$ cat src/rtl/iso_err_pkg.sv
package iso_err_pkg;
  localparam int unsigned N_FLAGS   = 2;
  localparam int unsigned FLAG_OVRN = 0;
  localparam int unsigned FLAG_CRCE = 1;

  typedef enum logic {
    DIR_RX = 1'b0,
    DIR_TX = 1'b1
  } xfer_dir_e;

  typedef struct packed {
    logic ovrn_set;
    logic crce_set;
    logic drop;
    logic zlp;
  } err_evt_t;
endpackage

$ cat src/rtl/iso_err_classify.sv
module iso_err_classify
  import iso_err_pkg::*;
(
  input  xfer_dir_e dir_i,
  input  logic      full_i,
  input  logic      pkt_rx_i,
  input  logic      crc_err_i,
  input  logic      stuff_err_i,
  input  logic      in_tok_i,
  output err_evt_t  evt_o,
  output logic      accept_o,
  output logic      consume_o
);
  logic rx_ev, tx_ev, bad_pkt;

  always_comb begin
    rx_ev   = (dir_i == DIR_RX) && pkt_rx_i;
    tx_ev   = (dir_i == DIR_TX) && in_tok_i;
    bad_pkt = crc_err_i || stuff_err_i;

    evt_o          = '0;
    // packet error outranks overrun
    evt_o.crce_set = rx_ev && bad_pkt;
    evt_o.ovrn_set = (rx_ev && !bad_pkt && full_i) || (tx_ev && !full_i);
    evt_o.drop     = rx_ev && (bad_pkt || full_i);
    evt_o.zlp      = tx_ev && !full_i;

    accept_o  = rx_ev && !bad_pkt && !full_i;
    consume_o = tx_ev && full_i;
  end
endmodule

$ cat src/rtl/iso_buf_track.sv
module iso_buf_track
  import iso_err_pkg::*;
(
  input  logic      clk_i,
  input  logic      rst_ni,
  input  xfer_dir_e dir_i,
  input  logic      accept_i,
  input  logic      consume_i,
  input  logic      rd_done_i,
  input  logic      wr_done_i,
  output logic      full_o
);
  logic full_q, full_d;

  always_comb begin
    if (dir_i == DIR_RX) full_d = accept_i || (full_q && !rd_done_i);
    else                 full_d = wr_done_i || (full_q && !consume_i);
  end

  always_ff @(posedge clk_i or negedge rst_ni) begin
    if (!rst_ni) full_q <= 1'b0;
    else         full_q <= full_d;
  end

  assign full_o = full_q;

  AST_ACCEPT_FILLS: assert property (@(posedge clk_i) disable iff (!rst_ni)
    accept_i |=> full_q);
  AST_WRITE_FILLS: assert property (@(posedge clk_i) disable iff (!rst_ni)
    (dir_i == DIR_TX && wr_done_i) |=> full_q);
  AST_CONSUME_EMPTIES: assert property (@(posedge clk_i) disable iff (!rst_ni)
    (consume_i && !wr_done_i) |=> !full_q);
endmodule

$ cat src/rtl/iso_flag_bank.sv
module iso_flag_bank #(
  parameter int unsigned N = 2
) (
  input  logic         clk_i,
  input  logic         rst_ni,
  input  logic [N-1:0] set_i,
  input  logic [N-1:0] clr_i,
  output logic [N-1:0] q_o
);
  for (genvar i = 0; i < N; i++) begin : g_flag
    logic q;
    always_ff @(posedge clk_i or negedge rst_ni) begin
      if (!rst_ni)       q <= 1'b0;
      else if (set_i[i]) q <= 1'b1;  // set wins over clear
      else if (clr_i[i]) q <= 1'b0;
    end
    assign q_o[i] = q;

    AST_SET_WINS: assert property (@(posedge clk_i) disable iff (!rst_ni)
      set_i[i] |=> q);
    AST_STICKY: assert property (@(posedge clk_i) disable iff (!rst_ni)
      (q && !clr_i[i]) |=> q);
    AST_CLEARS: assert property (@(posedge clk_i) disable iff (!rst_ni)
      (clr_i[i] && !set_i[i]) |=> !q);
  end
endmodule

$ cat src/rtl/iso_err_det.sv
module iso_err_det
  import iso_err_pkg::*;
(
  input  logic clk_i,
  input  logic rst_ni,
  input  logic dir_tx_i,
  input  logic pkt_rx_i,
  input  logic crc_err_i,
  input  logic stuff_err_i,
  input  logic in_tok_i,
  input  logic rd_done_i,
  input  logic wr_done_i,
  input  logic ovrn_clr_i,
  input  logic crce_clr_i,
  output logic ovrn_o,
  output logic crce_o,
  output logic nrdy_o,
  output logic drop_o,
  output logic zlp_o
);
  xfer_dir_e          dir;
  err_evt_t           evt;
  logic               full, accept, consume;
  logic [N_FLAGS-1:0] flag_set, flag_clr, flags;
  logic               nrdy_q, drop_q, zlp_q;

  assign dir = xfer_dir_e'(dir_tx_i);

  iso_err_classify i_classify (
    .dir_i      (dir),
    .full_i     (full),
    .pkt_rx_i   (pkt_rx_i),
    .crc_err_i  (crc_err_i),
    .stuff_err_i(stuff_err_i),
    .in_tok_i   (in_tok_i),
    .evt_o      (evt),
    .accept_o   (accept),
    .consume_o  (consume)
  );

  iso_buf_track i_buf (
    .clk_i    (clk_i),
    .rst_ni   (rst_ni),
    .dir_i    (dir),
    .accept_i (accept),
    .consume_i(consume),
    .rd_done_i(rd_done_i),
    .wr_done_i(wr_done_i),
    .full_o   (full)
  );

  always_comb begin
    flag_set            = '0;
    flag_clr            = '0;
    flag_set[FLAG_OVRN] = evt.ovrn_set;
    flag_set[FLAG_CRCE] = evt.crce_set;
    flag_clr[FLAG_OVRN] = ovrn_clr_i;
    flag_clr[FLAG_CRCE] = crce_clr_i;
  end

  iso_flag_bank #(.N(N_FLAGS)) i_flags (
    .clk_i (clk_i),
    .rst_ni(rst_ni),
    .set_i (flag_set),
    .clr_i (flag_clr),
    .q_o   (flags)
  );

  always_ff @(posedge clk_i or negedge rst_ni) begin
    if (!rst_ni) begin
      nrdy_q <= 1'b0;
      drop_q <= 1'b0;
      zlp_q  <= 1'b0;
    end else begin
      nrdy_q <= evt.ovrn_set || evt.crce_set;
      drop_q <= evt.drop;
      zlp_q  <= evt.zlp;
    end
  end

  assign ovrn_o = flags[FLAG_OVRN];
  assign crce_o = flags[FLAG_CRCE];
  assign nrdy_o = nrdy_q;
  assign drop_o = drop_q;
  assign zlp_o  = zlp_q;

  AST_NO_CRCE_IN_TX: assert property (@(posedge clk_i) disable iff (!rst_ni)
    (dir_tx_i && !crce_o) |=> !crce_o);
  AST_CRC_OUTRANKS_OVRN: assert property (@(posedge clk_i) disable iff (!rst_ni)
    (!dir_tx_i && pkt_rx_i && (crc_err_i || stuff_err_i) && !ovrn_o) |=> !ovrn_o);
  AST_STROBE_NEEDS_NRDY: assert property (@(posedge clk_i) disable iff (!rst_ni)
    (drop_o || zlp_o) |-> nrdy_o);
  AST_ONE_ACTION: assert property (@(posedge clk_i) disable iff (!rst_ni)
    !(drop_o && zlp_o));
  AST_NRDY_HAS_FLAG: assert property (@(posedge clk_i) disable iff (!rst_ni)
    nrdy_o |-> (ovrn_o || crce_o));
  AST_QUIET_NO_NRDY: assert property (@(posedge clk_i) disable iff (!rst_ni)
    (!pkt_rx_i && !in_tok_i) |=> !nrdy_o);
endmodule

$ cat config.mk
export PLATFORM = sky130hd
export DESIGN_NAME = iso_err_det
export DESIGN_NICKNAME = d
export VERILOG_FILES = /design/src/rtl/iso_err_pkg.sv /design/src/rtl/iso_err_classify.sv /design/src/rtl/iso_buf_track.sv /design/src/rtl/iso_flag_bank.sv /design/src/rtl/iso_err_det.sv
export SDC_FILE = /design/constraint.sdc
export NUM_CORES = 1
export LEC_CHECK = 0
export BUFFER_PORTS_ARGS = -buffer_cell sky130_fd_sc_hd__buf_2
export CORE_AREA = 2 2 39 41
export CTS_CLUSTER_DIAMETER = 100
export DETAILED_ROUTE_END_ITERATION = 7
export DIE_AREA = 0 0 41 43
export GPL_ROUTABILITY_DRIVEN = 1
export PLACE_DENSITY = 0.49
export SETUP_SLACK_MARGIN = 0.3
export SYNTH_ARGS = -nofsm -noshare
export SYNTH_HDL_FRONTEND = slang
export SYNTH_SLANG_ARGS = --single-unit
$ cat constraint.sdc
create_clock -name clk_i -period 1.25 [get_ports clk_i]
set_clock_uncertainty 0.15 [all_clocks]
set_input_delay 0.125 -clock clk_i [delete_from_list [all_inputs] [get_ports clk_i]]
set_output_delay 0.125 -clock clk_i [all_outputs]
set_load 0.1 [all_outputs]
==> flow_results.org <==
** Run status
- Run status :: finished, final reports clean

** Power and ir drop
- Dividing total power by cell area gives a power density of 1288 nW/um2.
- VDD sags by at most 0.4276 mV.
- Static Leak :: 0.0002430 uW

** Placed design
- DPL Wire Length :: 410.2 um
- Placement Cell Area :: 442.9 um2
- At the end of routability-driven placement, the weighted congestion stood at 0.7083.
- Quantity of I/O buffers inserted on ports :: 15

** Setup path
- For the worst setup path, the data required time is 0.98 ns.
- Crit path max fanout :: 2
- STA classifies the critical path endpoint as a primary output.
- The worst setup path is launched from a register.
- Grouping stages by cell kind, the critical path spends the most delay in flip-flops.
- Slowest stage cell, crit path :: dfrtp_4
- Delay of the slowest critical-path stage :: 0.48 ns
- STA puts the critical path data arrival time at 0.90 ns.
- Setup Crit Path Kind :: reg2out
- Counting both buffers and inverters, the worst setup path holds a total of 1.
- Critical path, cell by cell :: buf_12

** Clocking
- At the later pin of the worst-skew pair, clock insertion delay measures 0.24 ns.
- Clock root buffer master :: clkbuf_4
- TritonCTS built the clock tree.
- No sink is reached through more buffers than the 2 on the longest clock path.
- In this run the number of H-tree levels came out at 1.
- Counting the buffers created by CTS gives 3.
- Reg clk slew, reported paths :: 0.05 ns
- Clock sink count :: 6

** Routing
- Via density :: 3.828
- The final layout contains routed wiring with a total length of 581 um.
- For this run, design rule violations remaining after detail routing come to 0.
- For this run, the detailed router's first-pass iteration total came to 4.
- For this block, the via count after detailed routing is 245.
- After detailed routing, the average wire length per cell comes to 9.078 um.
- Remaining antenna violation count after routing :: 0
- Initial DRC Count :: 2

** Global route
- met1 is the most crowded layer.
- Via count of the first global-routing pass :: 247
- The total overflow left after global routing is 0.
- Entering global routing, the biggest net connects 7 pins.
- In the global route stage, overall resource usage came out at 8.603%.
- First-pass GRT wire length :: 972 um
- Antenna violations before repair :: 0
- In the global route stage, met1 resource usage came out at 10.89%.
- Global routing consumed, on the met2 layer, 10.63% of the routing resources.
- Global routing met3 resource utilization :: 4.712%

** Synth
- Synthesis inferred 6 register bits.
- Counting every instance in the synthesized netlist gives 23.
- Most area-hungry cell type in the Yosys netlist :: dfrtp_1
- The synthesized design devotes to its leading area cell type 60.30% of total area.
- Top cells by area in the synthesized netlist :: dfrtp_1 (60%), nand2b_4 (5.5%), o22ai_1 (5.0%), nor2_1 (4.5%), a221o_1 (4.0%)
- Dividing the synthesized area by the synthesized cell count gives 10.83 um2.
- The Yosys step of the flow raised 0 warnings.
- Synth Cell Area :: 249.0 um2
- Number of different library cells in the post-synthesis netlist :: 11
- Post-synth net total :: 34
- Sequential fraction of the synthesis area :: 60.30%

** STA
- Final Setup Violations :: 0
- Final slew viol count :: 0
- The number of hold violations in the final report is 0.
- Derived from the worst setup path, the maximum achievable clock frequency is 850.5 MHz.
- Measured against its own limit, the worst slew margin works out to 88.02%.
- Subtracting the final worst setup slack from the clock period gives 1.176 ns.
- Ratio of final minimum period to clock period :: 94.06%
- In the final timing run, aggregate negative setup slack is 0 ns.
- RSZ-0062 raised after global routing :: true
- For the pin with the worst max-slew slack, the measured transition is 0.1783 ns.

** Floorplan
- The die is 43 um tall.
- The die covers 1763 um2.
- Number of I/O pins :: 16
- Measured along the x axis, the die boundary spans 41 um.
- The initial utilization of the core area, before any placement, comes to 17.99%.
- The floorplan has 14 rows.
- The core region is 1384 um2.

** Layout
- Of the cells placed in the final design, the portion with a size suffix greater than 1 is 60.42%.
- ANT cells :: 0
- Commonest cells after routing, fill and taps aside :: buf_2 (10), buf_12 (5), dlygate4sd3_1 (4)
- Summing all non-filler instances in the final layout gives an area of 526.8 um2.
- Area delta synth->final :: 111.6%
- The library cell used most frequently in the layout, excluding fill and tap cells, is buf_2.
- Cells fill 38.07% of the core in the end.
- Filler Cells Inserted :: 134
- After the last flow step, the layout net total stands at 60.

** Run
- Across the run, the number of max-cap violations was 0.

** Min path
- Path type of the worst min-delay path :: in2reg
==> worst paths after layout <==
path | startpoint | to | slack, ns | depth (start not counted)
worst max-delay path | i_flags.g_flag[1].q | crce_o | 0.07 | 1
worst min-delay path | pkt_rx_i | drop_o | 0.006 | 3
worst max register to register | i_buf.full_o | i_buf.full_o | 0.16 | 2
worst min register to register | i_buf.full_o | zlp_o | 0.42 | 2
max in group asynchronous | rst_ni | i_flags.g_flag[0].q | 0.71 | 2
min in group asynchronous | rst_ni | i_flags.g_flag[1].q | 0.08 | 2
==> cell type report <==
type / instances / area, um2 / area share [%]
inverters: 2 / 7.507 / 1.425
clock buffers: 4 / 26.28 / 4.988
multi-input cells: 15 / 102.6 / 19.48
well taps: 16 / 20.02 / 3.800
flip-flops and latches: 6 / 161.4 / 30.64
repair buffers: 21 / 209.0 / 39.67
==> metal layers <==
| metal | wire [um] | vias up | share of wire (%) |
|---|---|---|---|
| li1 | - | 129 | - |
| met1 | 282 | 101 | 49 |
| met2 | 234 | 15 | 40 |
| met3 | 64 | 0 | 11 |
| met4 | 0 | 0 | 0 |
| met5 | 0 | - | 0 |
==> timing repair <==
action                                  in CTS  in global routing
gates resized for setup                      2                  0
setup buffers                                1                  0
pin swaps                                    5                  1
hold buffers                                 4                  0
hold endpoints to repair                     8                  0
endpoints found under the setup margin       9                 10
==> power by group <==
group,internal [uW],switching (uW)
sequential,219,15.8
combinational,102,148
clock,121,73.2
total,442,237
==> logic make-up (layout without fill, tap and decap cells) <==
logic type / Yosys count / count (layout) / share of synthesized area, %
AND/OR/NAND/NOR: 12 / 12 / 27.64
buffers and inverters: 2 / 27 / 3.016
flip-flops: 6 / 6 / 60.30
AO/OA/AOI/OAI: 3 / 3 / 9.045
==> registers in the layout, indices dropped and copies added (netlist names) <==
name              cells
nrdy_o                1
i_flags.g_flag.q      2
drop_o                1
i_buf.full_o          1
zlp_o                 1
==> synth_stat cells, drive strengths merged <==
cell and n:
a221o 1, dfrtp 6, inv 2, nand2 2
nand2b 2, nand3 2, nor2 3, nor3 2
o22ai 2, or4 1
==> stage by stage <==
| stage | hold WS [ns] | setup slack [ns] | std cells | total power, uW |
|---|---|---|---|---|
| 6_report | 0.005945 | 0.07425 | 64 | 678.7 |
| 5_1_grt | 0.01136 | 0.04893 | 64 | 712.4 |
| 4_1_cts | 0.001806 | 0.06466 | 64 | 687.0 |
| 3_5_place_dp | -0.1964 | 0.1511 | 55 | 467.3 |
| 3_3_place_gp | -0.1970 | 0.1471 | 55 | 467.4 |
| 2_1_floorplan | -0.3206 | 0.03481 | 23 | 364.9 |
Note: power is estimated with default switching activity, not from simulation.
